[src/rtl/fsweep_pkg.sv]
package fsweep_pkg;

    typedef enum logic [1:0] {
        SM_HOLD = 2'd0,
        SM_UP   = 2'd1,
        SM_DN   = 2'd2
    } sweep_mode_e;

endpackage

[src/rtl/fsweep_rate_timer.sv]
module fsweep_rate_timer #(
    parameter int RATE_W = 16
) (
    input  logic              clk,
    input  logic              rst_n,
    input  logic              start,
    input  logic              active,
    input  logic [RATE_W-1:0] rate,
    output logic              expire
);

    typedef struct packed {
        logic [RATE_W-1:0] cnt;
    } tmr_s;

    tmr_s s_d, s_q;

    always_comb begin
        s_d    = s_q;
        expire = 1'b0;
        if (start) begin
            s_d.cnt = rate;
        end else if (active) begin
            if (s_q.cnt == '0) begin
                expire  = 1'b1;
                s_d.cnt = rate;
            end else begin
                s_d.cnt = s_q.cnt - 1'b1;
            end
        end
    end

    always_ff @(posedge clk) begin
        if (!rst_n) s_q <= '0;
        else        s_q <= s_d;
    end

endmodule

[src/rtl/fsweep_stepper.sv]
module fsweep_stepper #(
    parameter int FTW_W  = 32,
    parameter bit RISING = 1'b1
) (
    input  logic [FTW_W-1:0] cur,
    input  logic [FTW_W-1:0] delta,
    input  logic [FTW_W-1:0] tgt,
    input  logic [FTW_W-1:0] opp,
    input  logic             no_dwell,
    output logic [FTW_W-1:0] nxt,
    output logic             hit
);

    logic [FTW_W-1:0] gap;

    generate
        if (RISING) begin : g_rise
            always_comb begin
                gap = tgt - cur;
                hit = (cur >= tgt) || (gap <= delta);
                if (hit) nxt = no_dwell ? opp : tgt;
                else     nxt = cur + delta;
            end
        end else begin : g_fall
            always_comb begin
                gap = cur - tgt;
                hit = (cur <= tgt) || (gap <= delta);
                if (hit) nxt = no_dwell ? opp : tgt;
                else     nxt = cur - delta;
            end
        end
    endgenerate

endmodule

[src/rtl/fsweep_ramp.sv]
module fsweep_ramp
    import fsweep_pkg::*;
#(
    parameter int FTW_W  = 32,
    parameter int RATE_W = 16
) (
    input  logic              clk,
    input  logic              rst_n,
    input  logic              sweep_en,
    input  logic              no_dwell,
    input  logic              rate_reload,
    input  logic              io_update,
    input  logic              cmd_up,
    input  logic              cmd_dn,
    input  logic [FTW_W-1:0]  act_ftw,
    input  logic [FTW_W-1:0]  lo_ftw,
    input  logic [FTW_W-1:0]  hi_ftw,
    input  logic [FTW_W-1:0]  up_delta,
    input  logic [FTW_W-1:0]  dn_delta,
    input  logic [RATE_W-1:0] up_rate,
    input  logic [RATE_W-1:0] dn_rate,
    output logic [FTW_W-1:0]  ftw
);

    localparam logic [FTW_W-1:0] FTW_RST = '0;

    typedef struct packed {
        logic [FTW_W-1:0] ftw;
        sweep_mode_e      mode;
    } ramp_s;

    ramp_s s_d, s_q;

    logic              any_cmd;
    logic              upd_reload;
    logic              tmr_start;
    logic              tmr_active;
    logic              step_fire;
    logic [RATE_W-1:0] rate_sel;
    logic [FTW_W-1:0]  up_nxt, dn_nxt;
    logic              up_hit, dn_hit;

    // Countdown start, activity and rate selection
    always_comb begin
        any_cmd    = cmd_up || cmd_dn;
        upd_reload = io_update && rate_reload && (s_q.mode != SM_HOLD);
        tmr_start  = sweep_en && (any_cmd || upd_reload);
        tmr_active = sweep_en && (s_q.mode != SM_HOLD);
        if (cmd_up)                  rate_sel = up_rate;
        else if (cmd_dn)             rate_sel = dn_rate;
        else if (s_q.mode == SM_UP)  rate_sel = up_rate;
        else                         rate_sel = dn_rate;
    end

    fsweep_rate_timer #(.RATE_W(RATE_W)) i_timer (
        .clk    (clk),
        .rst_n  (rst_n),
        .start  (tmr_start),
        .active (tmr_active),
        .rate   (rate_sel),
        .expire (step_fire)
    );

    fsweep_stepper #(.FTW_W(FTW_W), .RISING(1'b1)) i_step_up (
        .cur      (s_q.ftw),
        .delta    (up_delta),
        .tgt      (hi_ftw),
        .opp      (lo_ftw),
        .no_dwell (no_dwell),
        .nxt      (up_nxt),
        .hit      (up_hit)
    );

    fsweep_stepper #(.FTW_W(FTW_W), .RISING(1'b0)) i_step_dn (
        .cur      (s_q.ftw),
        .delta    (dn_delta),
        .tgt      (lo_ftw),
        .opp      (hi_ftw),
        .no_dwell (no_dwell),
        .nxt      (dn_nxt),
        .hit      (dn_hit)
    );

    always_comb begin
        s_d = s_q;
        if (!sweep_en) begin
            s_d.ftw  = act_ftw;
            s_d.mode = SM_HOLD;
        end else if (cmd_up) begin
            s_d.mode = SM_UP;
        end else if (cmd_dn) begin
            s_d.mode = SM_DN;
        end else if (step_fire) begin
            if (s_q.mode == SM_UP) begin
                s_d.ftw = up_nxt;
                if (up_hit) s_d.mode = SM_HOLD;
            end else begin
                s_d.ftw = dn_nxt;
                if (dn_hit) s_d.mode = SM_HOLD;
            end
        end
    end

    always_ff @(posedge clk) begin
        if (!rst_n) begin
            s_q.ftw  <= FTW_RST;
            s_q.mode <= SM_HOLD;
        end else begin
            s_q <= s_d;
        end
    end

    assign ftw = s_q.ftw;

    AST_DIS_PASS: assert property (@(posedge clk) disable iff (!rst_n)
        !sweep_en |=> ftw == $past(act_ftw));

    AST_WORD_QUIET: assert property (@(posedge clk) disable iff (!rst_n)
        (sweep_en && !step_fire) |=> $stable(ftw));

    AST_STEP_RUN: assert property (@(posedge clk) disable iff (!rst_n)
        step_fire |-> s_q.mode != SM_HOLD);

    AST_UP_BOUND: assert property (@(posedge clk) disable iff (!rst_n)
        (sweep_en && s_q.mode == SM_UP && ftw <= hi_ftw && lo_ftw <= hi_ftw)
        |=> ftw <= $past(hi_ftw));

    AST_UP_MONO: assert property (@(posedge clk) disable iff (!rst_n)
        (sweep_en && !no_dwell && s_q.mode == SM_UP && ftw <= hi_ftw)
        |=> ftw >= $past(ftw));

    AST_DN_MONO: assert property (@(posedge clk) disable iff (!rst_n)
        (sweep_en && !no_dwell && s_q.mode == SM_DN && ftw >= lo_ftw)
        |=> ftw <= $past(ftw));

endmodule

[config.mk]
export PLATFORM = sky130hd
export DESIGN_NAME = fsweep_ramp
export DESIGN_NICKNAME = d
export VERILOG_FILES = /design/src/rtl/fsweep_pkg.sv /design/src/rtl/fsweep_rate_timer.sv /design/src/rtl/fsweep_stepper.sv /design/src/rtl/fsweep_ramp.sv
export SDC_FILE = /design/constraint.sdc
export NUM_CORES = 1
export LEC_CHECK = 0
export ABC_AREA = 1
export BUFFER_PORTS_ARGS = -buffer_cell sky130_fd_sc_hd__buf_4
export CORE_ASPECT_RATIO = 1.4
export CORE_MARGIN = 4
export CORE_UTILIZATION = 53
export CTS_CLUSTER_SIZE = 30
export DETAILED_ROUTE_END_ITERATION = 8
export GPL_TIMING_DRIVEN = 0
export PLACE_DENSITY = 0.76
export REMOVE_ABC_BUFFERS = 1
export SYNTH_ARGS = -nofsm -noshare
export SYNTH_HDL_FRONTEND = slang
export SYNTH_SLANG_ARGS = --single-unit
export TNS_END_PERCENT = 100
[constraint.sdc]
create_clock -name clk -period 11.4 [get_ports clk]
set_input_delay 0.57 -clock clk [delete_from_list [all_inputs] [get_ports clk]]
set_output_delay 0.57 -clock clk [all_outputs]
set_load 0.005 [all_outputs]
# After elaboration in Yosys (flattened, before gate mapping)
# Cells that the tools add are included.
[totals]
ff_bits = 50
output_inout_bits = 32
word_cells = 63
[op_classes]
addsub = 5
n_lt_le_gt_ge = 4
eq_ne = 6
mux = 22
bitwise = 2
reduce_logical = 20
[op_table]
columns = ["cell", "count"]
rows = [
  ["$mux 32", 6],
  ["$mux 34", 3],
  ["$le 32x32->1", 3],
  ["$mux 16", 6],
  ["$sub 32x32->32", 3],
  ["$add 32x32->32", 1],
  ["$ge 32x32->1", 1],
  ["$logic_not 16->1", 1],
  ["$sub 16x1->16 const B", 1],
  ["$reduce_and 3->1", 3],
  ["$mux 2", 4],
  ["$reduce_bool 2->1", 3],
  ["$reduce_bool 3->1", 2],
  ["$logic_and 1x1->1", 4],
  ["$logic_or 1x1->1", 4],
  ["$ne 2x2->1 const B", 2],
  ["$ne 4x3->1 const B", 1],
  ["$reduce_bool 4->1", 1],
  ["$mux 1", 3],
  ["$ne 3x2->1 const B", 1],
  ["$reduce_or 3->1", 1],
  ["$eq 2x1->1 const B", 1],
  ["$ne 2x1->1 const B", 1],
  ["$not 1->1", 2],
  ["$reduce_and 2->1", 1],
]

# Logic depth before layout (Yosys ltp)
[logic_depth]
word_depth = 9
mapped_depth = 33

# By module
# A second synthesis with hierarchy kept.
[hier_totals]
cells_unflattened = 3247
hier_area_um2 = 16891.2
[by_module_without_submodules]
columns = ["mod", "n_inst", "cells_each", "area_per_inst_um2"]
rows = [
  ["fsweep_stepper (i_step_dn)", 1, 1255, 6253.5],
  ["fsweep_stepper (i_step_up)", 1, 1197, 6202.2],
  ["fsweep_ramp", 1, 581, 3108.0],
  ["fsweep_rate_timer", 1, 214, 1327.5],
]

# Worst setup path after synthesis
# No wires, ideal clock.
[synth_path]
path_type = "input port to flip-flop"
start = "input port hi_ftw[0]"
end = "register ftw[20] (netlist name)"
setup_ns = 0.132
arrival_ns = 4.081
slack_ns = 7.187
stages = 30
path_buffers = 1
path_cell_list = "inv_1 -> ha_1 -> fa_1 -> inv_1 -> nand3_1 -> nand2_1 -> a21oi_1 -> o21ai_0 -> a21oi_1 -> o21ai_0 -> nand2_1 -> nand2_1 -> nand2_1 -> nand2_1 -> xor2_1 -> ha_1 -> nand2_1 -> nor2_1 -> nand2_1 -> inv_1 -> nand2_1 -> nor2_1 -> nand2_1 -> nand2_1 -> clkbuf_1 -> nand3_1 -> nand3_1 -> nand3_1 -> nand2_1 -> a21oi_1"
[synth_via]
elab_chain_len = 9
word_cells_on_any_way = 10
classes_between = "add/sub (1); order compare (2); mux (6); reduce/logical (1)"
[synth_rtl]
columns = ["item", "line_no", "rtl"]
rows = [
  ["start: declaration", "fsweep_ramp.sv:17", "input logic [FTW_W-1:0] hi_ftw,"],
  ["$sub 32x32->32", "fsweep_stepper.sv:19", "gap = tgt - cur;"],
  ["$le 32x32->1", "fsweep_stepper.sv:20", "hit = (cur >= tgt) || (gap <= delta);"],
  ["$logic_or 1x1->1 *", "fsweep_stepper.sv:20", ""],
  ["$mux 32 *", "fsweep_stepper.sv:21", "if (hit) nxt = no_dwell ? opp : tgt;"],
  ["$mux 34 *", "fsweep_ramp.sv:94", "if (s_q.mode == SM_UP) begin"],
  ["$mux 34 *", "fsweep_ramp.sv:93", "end else if (step_fire) begin"],
  ["$mux 32 *", "fsweep_ramp.sv:91", "end else if (cmd_dn) begin"],
  ["$mux 32 *", "fsweep_ramp.sv:89", "end else if (cmd_up) begin"],
  ["$mux 34 *", "fsweep_ramp.sv:86", "if (!sweep_en) begin"],
]
# Mark *: on every way between the ends. The rest lies on a longest branch, timed or not. The select of a mux whose other input is x is not followed.
# A chain may end at the register's enable or synchronous reset.

# Worst setup path in the final report
[layout_path]
start = "register ftw[2] (netlist name)"
end = "register ftw[31] (netlist name)"
[layout_via]
elab_chain_len = 9
word_cells_on_any_way = 17
classes_between = "add/sub (4); order compare (4); mux (7); reduce/logical (2)"
[layout_rtl]
columns = ["item", "line_no"]
rows = [
  ["$sub 32x32->32 (on tied branches)", "fsweep_stepper.sv:26, fsweep_stepper.sv:19"],
  ["$le 32x32->1 (on tied branches)", "fsweep_stepper.sv:27, fsweep_stepper.sv:20"],
  ["$logic_or 1x1->1 (on tied branches)", "fsweep_stepper.sv:27, fsweep_stepper.sv:20"],
  ["$mux 32 (on tied branches)", "fsweep_stepper.sv:28, fsweep_stepper.sv:21"],
  ["$mux 34 *", "fsweep_ramp.sv:94"],
  ["$mux 34 *", "fsweep_ramp.sv:93"],
  ["$mux 32 *", "fsweep_ramp.sv:91"],
  ["$mux 32 *", "fsweep_ramp.sv:89"],
  ["$mux 34 *", "fsweep_ramp.sv:86"],
]
# Marked as above.

==> impl_metrics.csv <==
group,metric,value,unit
finish,design_area,0.0163,mm^2
timing,setup_viol,0,
critical_path,critPathArrivalTime,6310,ps
timing,hold_slack,435,ps
yosys,syn-cell-area,0.0145,mm^2
timing,fmax,163,MHz
detailed_routing,drt-initial-drc-count,1335,
timing,slew-limit-headroom,10.0,%
detailed_routing,wl_per_cell,17.4,um
place,dp_worst_setup_slack,5330,ps
clock_network,h-tree-depth,2,
global_routing,grt_first_pass_wirelength,84.9,mm
critical_path,worstSetupPathType,"flop to flop",
timing,finalMaxSlewViolations,0,
die,core_area,0.0269,mm^2
global_routing,grt_max_degree,129,
yosys,yosysSeqAreaShare,6.92,%
clock_network,cts-buffers-inserted,5,
critical_path,reg2regPathDepth,26,
finish,area_growth,13.0,%
timing,period_share,54.0,%
critical_path,reg2reg_slack,5250,ps
power,powerDensity,83.2,mW/mm^2
place,place_congestion,1.04,
finish,utilization,60.7,%
global_routing,grt_overflow,0,
clock_network,cts_root_buf,"clkbuf_16",
detailed_routing,ant_nets,0,
finish,drive_above_1_share,9.11,%
clock_network,cts.repair.resized,0,
yosys,synthTopCellsByArea,"nand2_1 23%, ha_1 17%, inv_1 12%",
timing,final.setup.tns,0,ps
timing,tightest_slew,1350,ps
critical_path,setup.worst_path.start,"ftw[2]",
timing,finalWorstSetupSlack,5250,ps
yosys,synth-edff-count,0,
place,hpwl,47.9,mm
die,die-area,0.0300,mm^2
die,num_rows,71,
yosys,ys_warn_count,0,
power,peakVddDrop,0.0598,mV
job,maxCapViolCount,0,
yosys,synth_top_area_cell,"nand2_1",
clock_network,clk_latency,310,ps
critical_path,required,11560,ps
clock_network,clkTransAtPathRegs,80,ps
clock_network,clkSinkCount,50,
die,die_h,203,um
detailed_routing,wl,55.9,mm
critical_path,reg2reg_from,"ftw[2]",
yosys,synthTopCellsByCount,"894 x nand2_1, 445 x inv_1, 259 x nor2_1",
critical_path,worstSetupStartpointType,"flop",
critical_path,end_kind,"flop",
clock_network,post_cts_buffers,0,
timing,hold_viol,0,
power,p_leak,9.46,nW
yosys,synth_most_common_cell,"nand2_1",
clock_network,cts-hold-fix-buffers,0,
power,finalPower,1.36,mW
yosys,ys_ff_latch,50,
place,dpl_cell_area,0.0162,mm^2
yosys,synthCells,2692,
yosys,async_flop_share,0,%
yosys,avgSynthCellArea,5.37,um^2
yosys,synthFlopType,"dfxtp_1",
clock_network,cts_tree,"built",
detailed_routing,firstDrtPassIters,5,
die,start_util,53.7,%
run_status,status,"finished clean",
finish,nets,3238,
global_routing,grt_pass1_vias,17000,
die,die_x,148,um
critical_path,cp_max_fo,29,
critical_path,crit_end,"ftw[31]",
yosys,synth.top_cell.area_share,23.2,%
place,port_buffers,231,
global_routing,track_usage,35.4,%
timing,rsz0062_at_grt,"false",
timing,fin_worst_skew,8.19,ps
finish,final_cells,3208,
hold_path,holdPathStages,2,
timing,min_period,6150,ps
finish,fill_cells,2826,
yosys,yosysUniqueCellTypes,49,
place,post-place-cells,3200,
detailed_routing,drc,0,
critical_path,r2r_end,"ftw[31]",
global_routing,antenna_found_initial,0,
finish,diodes,0,
clock_network,clockBufferDepth,2,
detailed_routing,num_vias,17800,
hold_path,hp-class,"primary input to flop",
detailed_routing,vias_per_cell,5.54,
die,top_level_ports,232,
==> layer usage <==
| layer | wire length [um] | track usage [%] |
|---|---|---|
| met2 | 27600 | 65.0 |
| met1 | 21400 | 40.7 |
| met4 | 3110 | 18.0 |
| met3 | 3760 | 3.11 |
| met5 | 0 | 0 |
==> worst max-delay path: stages, from the launching register on <==
cell and delay [ps]:
dfxtp_1 550, ha_1 370, a21oi_1 170, nand2_1 110
a21o_1 170, a21oi_1 250, o21ai_0 210, a21boi_0 360
o21ai_0 270, nand2_1 250, nand2_1 70, nand2_1 60
nand2_1 60, ha_1 290, nand2_1 110, o21bai_1 120
nand2_1 80, a21oi_1 420, nand2_1 160, inv_1 70
nand2_1 320, nand2_1 990, nand2_1 110, nand3_1 140
nand3_1 110, nand2_1 90, a21oi_1 60
==> cells by family after synthesis <==
kind of cell	after synthesis	synth area share, %
simple gates	1390	38.8
compound gates	421	16.1
fa+ha+maj	196	17.2
buf+inv	537	15.1
mux	1	0.0692
xor+xnor	97	5.87
flops	50	6.92
==> worst min path at each step <==
stage | to | startpoint
2_1_floorplan | i_timer.s_q[9] | i_timer.s_q[9]
3_3_place_gp | i_timer.s_q[9] | i_timer.s_q[9]
3_5_place_dp | i_timer.s_q[9] | i_timer.s_q[9]
4_1_cts | s_q[1] | cmd_up
5_1_grt | s_q[1] | cmd_up
6_report | s_q[1] | cmd_up
==> cells in the final DEF, fill, tap and decap left out, types with 2 or more instances in the layout <==
cell       Yosys  final
a21oi_1      228    228
nand3_1      157    157
o21bai_1      15     15
a21boi_0       2      2
nor4_1         9      9
inv_1        445    445
nor3_1        18     18
nor2_2         2      2
nand4_1       26     26
o31ai_1        3      3
dfxtp_1       50     50
o211ai_2       2      2
xnor2_1       43     43
nand2_1      894    894
clkinv_1       3      3
o211a_1        2      2
and3_1         2      2
xor2_1        54     54
a211oi_1       2      2
o21ai_0      107    107
o21ai_1        2      2
o211ai_1      19     19
a31oi_1       16     16
a21o_1         8      8
clkbuf_16      0      5
nand2_2        6      6
nor2_1       259    258
o21a_1         6      6
or2_2          2      2
buf_4         36    231
fa_1           4      4
nand2_4        2      2
o221ai_1       3      3
and2_1         4      4
ha_1         192    192
nand3b_1       7      7
==> sequential cells by signal (all words and copies together), names as in the netlist <==
signal	count
ftw	32
i_timer.s_q	16
s_q	2
==> cell type report <==
type | count | area [um^2] | share of cell area [%]
clock buffer | 5 | 125 | 0.765
tap | 365 | 457 | 2.79
timing repair buffer | 231 | 1730 | 10.6
inverter | 449 | 1690 | 10.3
sequential | 50 | 1000 | 6.12
multi-input combinational | 2105 | 11300 | 69.1
clock inverter | 3 | 48.8 | 0.299
==> power breakdown <==
group	switching, mW	total, mW	internal [mW]
logic	0.600	0.949	0.349
registers	0.0316	0.221	0.190
clock network	0.0843	0.190	0.106
No activity file was read; power rests on OpenSTA's default activity.
